--- src/rtl/dir_pkg.sv ---
package dir_pkg;

    typedef enum logic [1:0] {
        LS_UNUSED = 2'd0,
        LS_SHARED = 2'd1,
        LS_EXCL   = 2'd2
    } line_state_e;

    typedef enum logic [1:0] {
        RQ_READ   = 2'd0,
        RQ_WRITE  = 2'd1,
        RQ_WBACK  = 2'd2,
        RQ_INVACK = 2'd3
    } req_kind_e;

    typedef enum logic [2:0] {
        MS_DATA_EXCL  = 3'd0,
        MS_DATA_SHR   = 3'd1,
        MS_SHARE_NOTE = 3'd2,
        MS_FORWARD    = 3'd3,
        MS_INVAL      = 3'd4,
        MS_GRANT      = 3'd5,
        MS_WB_ACK     = 3'd6
    } msg_kind_e;

    typedef enum logic [2:0] {
        FS_IDLE = 3'd0,
        FS_NOTE = 3'd1,
        FS_FWD  = 3'd2,
        FS_INV  = 3'd3,
        FS_WAIT = 3'd4,
        FS_RESP = 3'd5
    } fsm_e;

endpackage

--- src/rtl/dir_bit_scan.sv ---
module dir_bit_scan #(
    parameter int W = 8,
    localparam int IW = (W > 1) ? $clog2(W) : 1,
    localparam int CW = $clog2(W + 1)
) (
    input  logic [W-1:0]  vec,
    output logic [IW-1:0] first,
    output logic [CW-1:0] count
);

    always_comb begin
        first = '0;
        for (int i = W - 1; i >= 0; i--) begin
            if (vec[i]) first = IW'(i);
        end
    end

    always_comb begin
        count = '0;
        for (int i = 0; i < W; i++) begin
            count = count + CW'(vec[i]);
        end
    end

endmodule

--- src/rtl/dir_line_store.sv ---
module dir_line_store
    import dir_pkg::*;
#(
    parameter int NODES  = 8,
    parameter int LINES  = 16,
    parameter int DATA_W = 32,
    localparam int LINE_W = (LINES > 1) ? $clog2(LINES) : 1
) (
    input  logic              clk,
    input  logic              rst_n,
    input  logic [LINE_W-1:0] rd_addr,
    output line_state_e       rd_state,
    output logic [NODES-1:0]  rd_holders,
    output logic              rd_dirty,
    output logic [DATA_W-1:0] rd_data,
    input  logic [LINE_W-1:0] wr_addr,
    input  logic              ent_we,
    input  line_state_e       wr_state,
    input  logic [NODES-1:0]  wr_holders,
    input  logic              wr_dirty,
    input  logic              dat_we,
    input  logic [DATA_W-1:0] wr_data
);

    line_state_e       state_q   [LINES];
    line_state_e       state_d   [LINES];
    logic [NODES-1:0]  holders_q [LINES];
    logic [NODES-1:0]  holders_d [LINES];
    logic              dirty_q   [LINES];
    logic              dirty_d   [LINES];
    logic [DATA_W-1:0] data_q    [LINES];
    logic [DATA_W-1:0] data_d    [LINES];

    assign rd_state   = state_q[rd_addr];
    assign rd_holders = holders_q[rd_addr];
    assign rd_dirty   = dirty_q[rd_addr];
    assign rd_data    = data_q[rd_addr];

    always_comb begin
        state_d   = state_q;
        holders_d = holders_q;
        dirty_d   = dirty_q;
        data_d    = data_q;
        if (ent_we) begin
            state_d[wr_addr]   = wr_state;
            holders_d[wr_addr] = wr_holders;
            dirty_d[wr_addr]   = wr_dirty;
        end
        if (dat_we) begin
            data_d[wr_addr] = wr_data;
        end
    end

    always_ff @(posedge clk) begin
        if (!rst_n) begin
            for (int i = 0; i < LINES; i++) begin
                state_q[i]   <= LS_UNUSED;
                holders_q[i] <= '0;
                dirty_q[i]   <= 1'b0;
                data_q[i]    <= '0;
            end
        end else begin
            state_q   <= state_d;
            holders_q <= holders_d;
            dirty_q   <= dirty_d;
            data_q    <= data_d;
        end
    end

endmodule

--- src/rtl/dir_home_ctrl.sv ---
module dir_home_ctrl
    import dir_pkg::*;
#(
    parameter int NODES  = 8,
    parameter int LINES  = 16,
    parameter int DATA_W = 32,
    localparam int ID_W   = (NODES > 1) ? $clog2(NODES) : 1,
    localparam int LINE_W = (LINES > 1) ? $clog2(LINES) : 1
) (
    input  logic              clk,
    input  logic              rst_n,
    input  logic              req_valid,
    output logic              req_ready,
    input  logic [1:0]        req_type,
    input  logic [ID_W-1:0]   req_src,
    input  logic [LINE_W-1:0] req_line,
    input  logic [DATA_W-1:0] req_data,
    output logic              msg_valid,
    input  logic              msg_ready,
    output logic [2:0]        msg_type,
    output logic [ID_W-1:0]   msg_dst,
    output logic [LINE_W-1:0] msg_line,
    output logic [ID_W-1:0]   msg_aux,
    output logic [DATA_W-1:0] msg_data
);

    localparam int CW = $clog2(NODES + 1);

    typedef struct packed {
        fsm_e              fsm;
        logic [ID_W-1:0]   src;
        logic [ID_W-1:0]   owner;
        logic [LINE_W-1:0] line;
        msg_kind_e         resp;
        logic [NODES-1:0]  inv;
        logic [CW-1:0]     pend;
    } ctrl_t;

    ctrl_t ctl_d, ctl_q;

    line_state_e       rd_state;
    logic [NODES-1:0]  rd_holders;
    logic              rd_dirty;
    logic [DATA_W-1:0] rd_data;
    logic [LINE_W-1:0] rd_addr;

    logic              ent_we;
    line_state_e       wr_state;
    logic [NODES-1:0]  wr_holders;
    logic              wr_dirty;
    logic              dat_we;

    logic [ID_W-1:0]   own_first;
    logic [CW-1:0]     own_cnt;
    logic [ID_W-1:0]   inv_first;
    logic [CW-1:0]     inv_cnt_unused;
    logic [NODES-1:0]  wr_mask;
    logic [ID_W-1:0]   wr_mask_first_unused;
    logic [CW-1:0]     wr_mask_cnt;

    logic [NODES-1:0]  src_bit;
    req_kind_e         kind;

    assign rd_addr = (ctl_q.fsm == FS_IDLE) ? req_line : ctl_q.line;
    assign src_bit = NODES'(1) << req_src;
    assign kind    = req_kind_e'(req_type);
    assign wr_mask = rd_holders & ~src_bit;

    dir_line_store #(
        .NODES (NODES),
        .LINES (LINES),
        .DATA_W(DATA_W)
    ) u_store (
        .clk       (clk),
        .rst_n     (rst_n),
        .rd_addr   (rd_addr),
        .rd_state  (rd_state),
        .rd_holders(rd_holders),
        .rd_dirty  (rd_dirty),
        .rd_data   (rd_data),
        .wr_addr   (req_line),
        .ent_we    (ent_we),
        .wr_state  (wr_state),
        .wr_holders(wr_holders),
        .wr_dirty  (wr_dirty),
        .dat_we    (dat_we),
        .wr_data   (req_data)
    );

    dir_bit_scan #(.W(NODES)) u_owner_scan (
        .vec  (rd_holders),
        .first(own_first),
        .count(own_cnt)
    );

    dir_bit_scan #(.W(NODES)) u_inv_scan (
        .vec  (ctl_q.inv),
        .first(inv_first),
        .count(inv_cnt_unused)
    );

    dir_bit_scan #(.W(NODES)) u_mask_scan (
        .vec  (wr_mask),
        .first(wr_mask_first_unused),
        .count(wr_mask_cnt)
    );

    always_comb begin
        ctl_d      = ctl_q;
        req_ready  = 1'b0;
        ent_we     = 1'b0;
        dat_we     = 1'b0;
        wr_state   = rd_state;
        wr_holders = rd_holders;
        wr_dirty   = rd_dirty;
        msg_valid  = 1'b0;
        msg_type   = 3'(ctl_q.resp);
        msg_dst    = ctl_q.src;

        // acknowledgements are taken while a write waits on them
        if (ctl_q.fsm == FS_INV || ctl_q.fsm == FS_WAIT) begin
            req_ready = (kind == RQ_INVACK) && (req_line == ctl_q.line) &&
                        (ctl_q.pend != '0);
            if (req_valid && req_ready) begin
                ctl_d.pend = ctl_q.pend - CW'(1);
            end
        end

        unique case (ctl_q.fsm)
            FS_IDLE: begin
                req_ready = 1'b1;
                if (req_valid) begin
                    ctl_d.src  = req_src;
                    ctl_d.line = req_line;
                    unique case (kind)
                        RQ_READ: begin
                            if (rd_state == LS_UNUSED) begin
                                ent_we     = 1'b1;
                                wr_state   = LS_EXCL;
                                wr_holders = src_bit;
                                wr_dirty   = 1'b0;
                                ctl_d.resp = MS_DATA_EXCL;
                                ctl_d.fsm  = FS_RESP;
                            end else if (rd_state == LS_SHARED) begin
                                ent_we     = 1'b1;
                                wr_holders = rd_holders | src_bit;
                                ctl_d.resp = MS_DATA_SHR;
                                ctl_d.fsm  = FS_RESP;
                            end else if (own_first == req_src) begin
                                ctl_d.resp = MS_DATA_EXCL;
                                ctl_d.fsm  = FS_RESP;
                            end else begin
                                ent_we      = 1'b1;
                                wr_state    = LS_SHARED;
                                wr_holders  = rd_holders | src_bit;
                                wr_dirty    = 1'b0;
                                ctl_d.owner = own_first;
                                ctl_d.resp  = MS_DATA_SHR;
                                ctl_d.fsm   = rd_dirty ? FS_FWD : FS_NOTE;
                            end
                        end
                        RQ_WRITE: begin
                            ent_we     = 1'b1;
                            wr_state   = LS_EXCL;
                            wr_holders = src_bit;
                            wr_dirty   = 1'b1;
                            ctl_d.inv  = wr_mask;
                            ctl_d.pend = wr_mask_cnt;
                            ctl_d.resp = MS_GRANT;
                            ctl_d.fsm  = (wr_mask == '0) ? FS_RESP : FS_INV;
                        end
                        RQ_WBACK: begin
                            ent_we     = 1'b1;
                            dat_we     = 1'b1;
                            wr_dirty   = 1'b0;
                            ctl_d.resp = MS_WB_ACK;
                            ctl_d.fsm  = FS_RESP;
                        end
                        default: begin
                            // stray acknowledgement: taken and dropped
                        end
                    endcase
                end
            end
            FS_NOTE: begin
                msg_valid = 1'b1;
                msg_type  = 3'(MS_SHARE_NOTE);
                msg_dst   = ctl_q.owner;
                if (msg_ready) ctl_d.fsm = FS_RESP;
            end
            FS_FWD: begin
                msg_valid = 1'b1;
                msg_type  = 3'(MS_FORWARD);
                msg_dst   = ctl_q.owner;
                if (msg_ready) ctl_d.fsm = FS_IDLE;
            end
            FS_INV: begin
                msg_valid = 1'b1;
                msg_type  = 3'(MS_INVAL);
                msg_dst   = inv_first;
                if (msg_ready) begin
                    ctl_d.inv = ctl_q.inv & ~(NODES'(1) << inv_first);
                    if (ctl_d.inv == '0) ctl_d.fsm = FS_WAIT;
                end
            end
            FS_WAIT: begin
                if (ctl_d.pend == '0) ctl_d.fsm = FS_RESP;
            end
            FS_RESP: begin
                msg_valid = 1'b1;
                if (msg_ready) ctl_d.fsm = FS_IDLE;
            end
            default: ctl_d.fsm = FS_IDLE;
        endcase
    end

    assign msg_line = ctl_q.line;
    assign msg_aux  = ctl_q.src;
    assign msg_data = rd_data;

    always_ff @(posedge clk) begin
        if (!rst_n) ctl_q <= '0;
        else        ctl_q <= ctl_d;
    end

    AST_MSG_HOLD: assert property (@(posedge clk) disable iff (!rst_n)
        msg_valid && !msg_ready |=> msg_valid && $stable(msg_type) &&
        $stable(msg_dst) && $stable(msg_data) && $stable(msg_line)) else $error("hold");

    AST_BUSY_BLOCK: assert property (@(posedge clk) disable iff (!rst_n)
        ctl_q.fsm != FS_IDLE && req_type != 2'(RQ_INVACK) |-> !req_ready) else $error("busy");

    AST_GRANT_AFTER_ACKS: assert property (@(posedge clk) disable iff (!rst_n)
        msg_valid && msg_type == 3'(MS_GRANT) |-> ctl_q.pend == '0) else $error("grant");

    AST_INV_TARGET: assert property (@(posedge clk) disable iff (!rst_n)
        msg_valid && msg_type == 3'(MS_INVAL) |-> ctl_q.inv[msg_dst]) else $error("inv target");

    AST_INV_ONE_EACH: assert property (@(posedge clk) disable iff (!rst_n)
        msg_valid && msg_ready && msg_type == 3'(MS_INVAL) |=>
        $countones(ctl_q.inv) + 1 == $countones($past(ctl_q.inv))) else $error("inv count");

    AST_EXCL_ONE_OWNER: assert property (@(posedge clk) disable iff (!rst_n)
        ctl_q.fsm == FS_IDLE && rd_state == LS_EXCL |-> own_cnt == CW'(1)) else $error("owner");

endmodule

--- config.mk ---
export PLATFORM = sky130hd
export DESIGN_NAME = dir_home_ctrl
export DESIGN_NICKNAME = d
export VERILOG_FILES = /design/src/rtl/dir_pkg.sv /design/src/rtl/dir_bit_scan.sv /design/src/rtl/dir_line_store.sv /design/src/rtl/dir_home_ctrl.sv
export SDC_FILE = /design/constraint.sdc
export NUM_CORES = 2
export LEC_CHECK = 0
export BUFFER_PORTS_ARGS = -buffer_cell sky130_fd_sc_hd__buf_4
export CAP_MARGIN = 20
export CORE_MARGIN = 3
export CORE_UTILIZATION = 40
export DETAILED_ROUTE_END_ITERATION = 8
export PLACE_DENSITY_LB_ADDON = 0.05
export SLEW_MARGIN = 20
export SYNTH_ARGS = -nofsm -noshare
export SYNTH_HDL_FRONTEND = slang
export SYNTH_SLANG_ARGS = --single-unit
export TNS_END_PERCENT = 20
--- constraint.sdc ---
create_clock -name clk -period 5.05 [get_ports clk]
set_input_delay 0.2525 -clock clk [delete_from_list [all_inputs] [get_ports clk]]
set_output_delay 0.2525 -clock clk [all_outputs]
set_load 0.1 [all_outputs]
==> metrics.md <==
| Metric | Value |
|---|---|
| Status | `complete, no violations` |
| Post-Route WL | `132.4 mm` |
| Clock Power Share | `0.305` |
| Port bufs | `91` |
| Largest net degree at the start of global routing | `225` |
| Synth Register Bits | `716` |
| Clk Latency, worst-skew pair | `660 ps` |
| Syn Area/Cell | `7.523 um2` |
| Mapped Nets | `4717` |
| Critical Path Most Common Cell | `buf_4` |
| Fmax achieved | `202.4 MHz` |
| Routed vias | `32410` |
| Maximum vdd drop | `0.4630 mV` |
| Die Y | `302.0 um` |
| Share of cells above drive strength 1 | `0.09509` |
| Hold endpoint | `ctl_q[3]$_SDFF_PN0_` |
| RSZ-0062 raised after global routing | `false` |
| Vias per cell | `5.613` |
| Antenna violations before repair | `12` |
| Warnings, synthesis | `0` |
| Placer Congestion | `0.9287` |
| Starting Density | `0.4077` |
| CTS HTree Levels | `3` |
| Clock sinks | `716` |
| Reg2reg path depth | `16` |
| Yosys cell types | `82` |
| Max-slew violation count | `0` |
| Core area | `85950 um2` |
| Pwr dens | `485.2 nW/um2` |
| Area growth, synth to finish | `13.47%` |
| Area share of the leading cell type in the synthesized netlist | `0.4090` |
| Data arrival time of the critical path | `4690 ps` |
| Antenna viol nets, final | `0` |
| Leak pwr | `0.01328 uW` |
| Critical path's slowest cell | `buf_4` |
| Die ar. | `91200 um2` |
| Critical path class | `reg2out` |
| Post-synth EDFFs | `0` |
| Slew headroom | `0.2238` |
| Final cycle utilization of the critical path | `0.9785` |
| WL/cell | `22.93 um` |
| CP Launch Type | `flip-flop` |
| IO Pins | `92` |
| R2R Path End | `ctl_q[2]$_SDFF_PN0_` |
| Final #Nets | `4629` |
| Root Buffer | `clkbuf_16` |
| Post-placement cell count | `5592` |
| Sw frac | `0.4283` |
| Crit-path cells | `o31a_1, buf_4, nor2_4, buf_4, buf_4, nand2_1, and3_1, a311oi_1, a311oi_1, a21oi_1, buf_4` |
| Final worst slack | `108.6 ps` |
| Clock Tree Buf Depth | `3` |
| Min-delay src | `rst_n` |
| Worst R2R Setup Slack | `210 ps` |
| Sequential share of power | `0.299` |
| CTS tree | `yes` |
| Yosys top cell by area | `dfxtp_1` |
| First-pass GRT wire length | `197.9 mm` |
| Fin Clk Skew | `37.80 ps` |
| Seq/Total Area, Yosys | `0.4090` |
| Critical Path RT | `4800 ps` |
| Final setup TNS | `0 ps` |
| DRT iter0 DRCs | `3053` |
| Synth Instances | `4658` |
| Final hold vios | `0` |
| Top cells by area, synth | `dfxtp_1 41%, nand2_1 19%, a21boi_0 11%` |
| Die W | `302.0 um` |
| Overall global routing resource usage | `0.2830` |
| Setup violators final | `0` |
| Crit path time final | `4941 ps` |
| Vias in the first global route | `29690` |
| Comb power frac | `0.396` |
| Post-route DRC violation count | `0` |
| Num rows | `107` |
| # fillers | `8776` |
| HP Class | `in2reg` |
| DR pass1 iterations | `6` |
| Hold Path Depth | `2` |
| Switch Pwr | `8262 uW` |
| Netlist Area Pre-Place | `35040 um2` |
| Synth Flop Type | `dfxtp_1` |
| Final non-filler cell total | `5774` |
| Worst-margin pin slew | `1160 ps` |
| Int Pwr | `11030 uW` |
| CTS Buf Count | `82` |
| Worst-path maximum fanout | `59` |
| Clk pin slew, worst setup/hold paths | `70 ps` |
| Max Cap Viol | `0` |
| Total gr overflow | `0` |
| Worst Setup End Kind | `output pin` |
| Post-place setup slack | `44.53 ps` |
| RR Startpoint | `ctl_q[25]$_SDFFE_PN0P_` |
| DP HPWL | `79.28 mm` |
| Asr flop ratio synth | `0` |
| Peak per-stage delay on the critical path | `660 ps` |
how the worst max path moves through the flow:
stage	start	end	slack, ps	cells past startpoint
finish	ctl_q[27]$_SDFFE_PN0P_	msg_data[14]	110	11
global route	ctl_q[26]$_SDFFE_PN0P_	msg_data[14]	6	11
CTS	ctl_q[26]$_SDFFE_PN0P_	msg_data[14]	20	10
detailed placement	ctl_q[26]$_SDFFE_PN0P_	ctl_q[2]$_SDFF_PN0_	40	16
global placement	ctl_q[27]$_SDFFE_PN0P_	ctl_q[2]$_SDFF_PN0_	60	16
floorplan	ctl_q[27]$_SDFFE_PN0P_	ctl_q[2]$_SDFF_PN0_	150	17
cell type report:
class	count	area, um2	area share
Clock buffer	127	2454	0.06171
Antenna cell	3	7.507	0.0001888
Multi-Input combinational cell	3474	19060	0.4793
Sequential cell	716	14340	0.3605
Clock inverter	14	136.4	0.003430
Tap cell	1144	1431	0.03600
Inverter	35	131.4	0.003304
Timing Repair Buffer	261	2208	0.05554
power groups by stage:
stage | clock, uW | sequential, uW | combinational, uW
floorplan | 0 | 5870 | 5060
global placement | 0 | 5900 | 7540
detailed placement | 0 | 5900 | 7520
CTS | 5980 | 5770 | 7580
global route | 6210 | 5780 | 8030
finish | 5880 | 5770 | 7650
routing by layer:
layer	wire [um]	up-vias	global-route usage
met3	8365	201	0.04672
met5	9	-	0
met1	62610	15770	0.4092
met2	58460	909	0.4395
met4	2944	2	0.06818
li1	-	15530	-
timing repair:
item / CTS / global route
hold buffers: 36 / 0
hold endpoints to repair: 510 / 0
pin swaps: 0 / 2
endpoints found under the setup margin: 2 / 9
gates resized for setup: 2 / 7
buffers inserted: 0 / 2
cells in the mapped netlist, drive strengths merged (14+ instances only):
| cell type | number |
|---|---|
| or3 | 21 |
| o22ai | 62 |
| nand3 | 257 |
| nand2 | 1796 |
| nor3 | 21 |
| o2bb2ai | 47 |
| clkbuf | 361 |
| a31oi | 50 |
| buf | 72 |
| mux2i | 139 |
| a21boi | 526 |
| dfxtp | 716 |
| mux2 | 14 |
| o311ai | 16 |
| inv | 35 |
| a311oi | 67 |
| a21oi | 62 |
| nor2 | 71 |
| nor2b | 17 |
| and3 | 69 |
| o21ai | 56 |
state kept, by name (all words and copies together) (netlist names):
| register | cells |
|---|---|
| msg_aux | 3 |
| u_store.state_q | 32 |
| msg_line | 4 |
| u_store.holders_q | 128 |
| ctl_q | 21 |
| u_store.data_q | 512 |
| u_store.dirty_q | 16 |
cells by family (layout without fill, tap and decap cells):
| kind of cell | after synthesis | in the layout | synth area share |
|---|---|---|---|
| compound gates | 987 | 987 | 0.2082 |
| xor+xnor | 8 | 8 | 0.002000 |
| fa+ha+maj | 15 | 15 | 0.006141 |
| buf+inv | 468 | 437 | 0.05388 |
| flops | 716 | 716 | 0.4090 |
| mux | 158 | 158 | 0.04774 |
| other cells | 0 | 3 | 0 |
| simple gates | 2306 | 2306 | 0.2730 |
placed cells by master, fill, tap and decap left out, types with 13 or more instances in the layout:
cell type and count:
a31oi_1 50, o311ai_0 16, dlygate4sd3_1 36, clkbuf_16 84, o21ai_0 53, o2bb2ai_1 45
buf_4 211, nor2_1 52, nor2b_1 16, o22ai_1 62, nor2_4 18, dfxtp_1 714
a21oi_1 62, mux2_2 13, or3_1 20, a311oi_1 67, nand2_1 1781, nand3_1 257
clkbuf_8 19, a21boi_0 525, mux2i_1 136, clkbuf_1 24, nand2_2 15, inv_1 35
and3_1 69
worst max-delay path: cells and delay by family, from the launching register on:
kind / cells / cell delay, ps
AOI/OAI and AO/OA: 4 / 1330
buffers and inverters: 4 / 1800
DFF: 1 / 360
and+or+nand+nor: 3 / 460
metrics by stage:
| stage | utilization | total power [uW] | hold slack [ps] | area, um2 |
|---|---|---|---|---|
| after CTS | 0.4620 | 19330 | 76.02 | 39710 |
| after global placement | 0.4266 | 13430 | 442.6 | 36670 |
| after floorplan | - | 10940 | 397.4 | 35040 |
| final | 0.4626 | 19290 | 94.26 | 39760 |
| after global routing | 0.4626 | 20020 | 115.1 | 39760 |
| after detailed placement | 0.4275 | 13420 | 446.1 | 36750 |
Power figures use the tool's default switching activity.
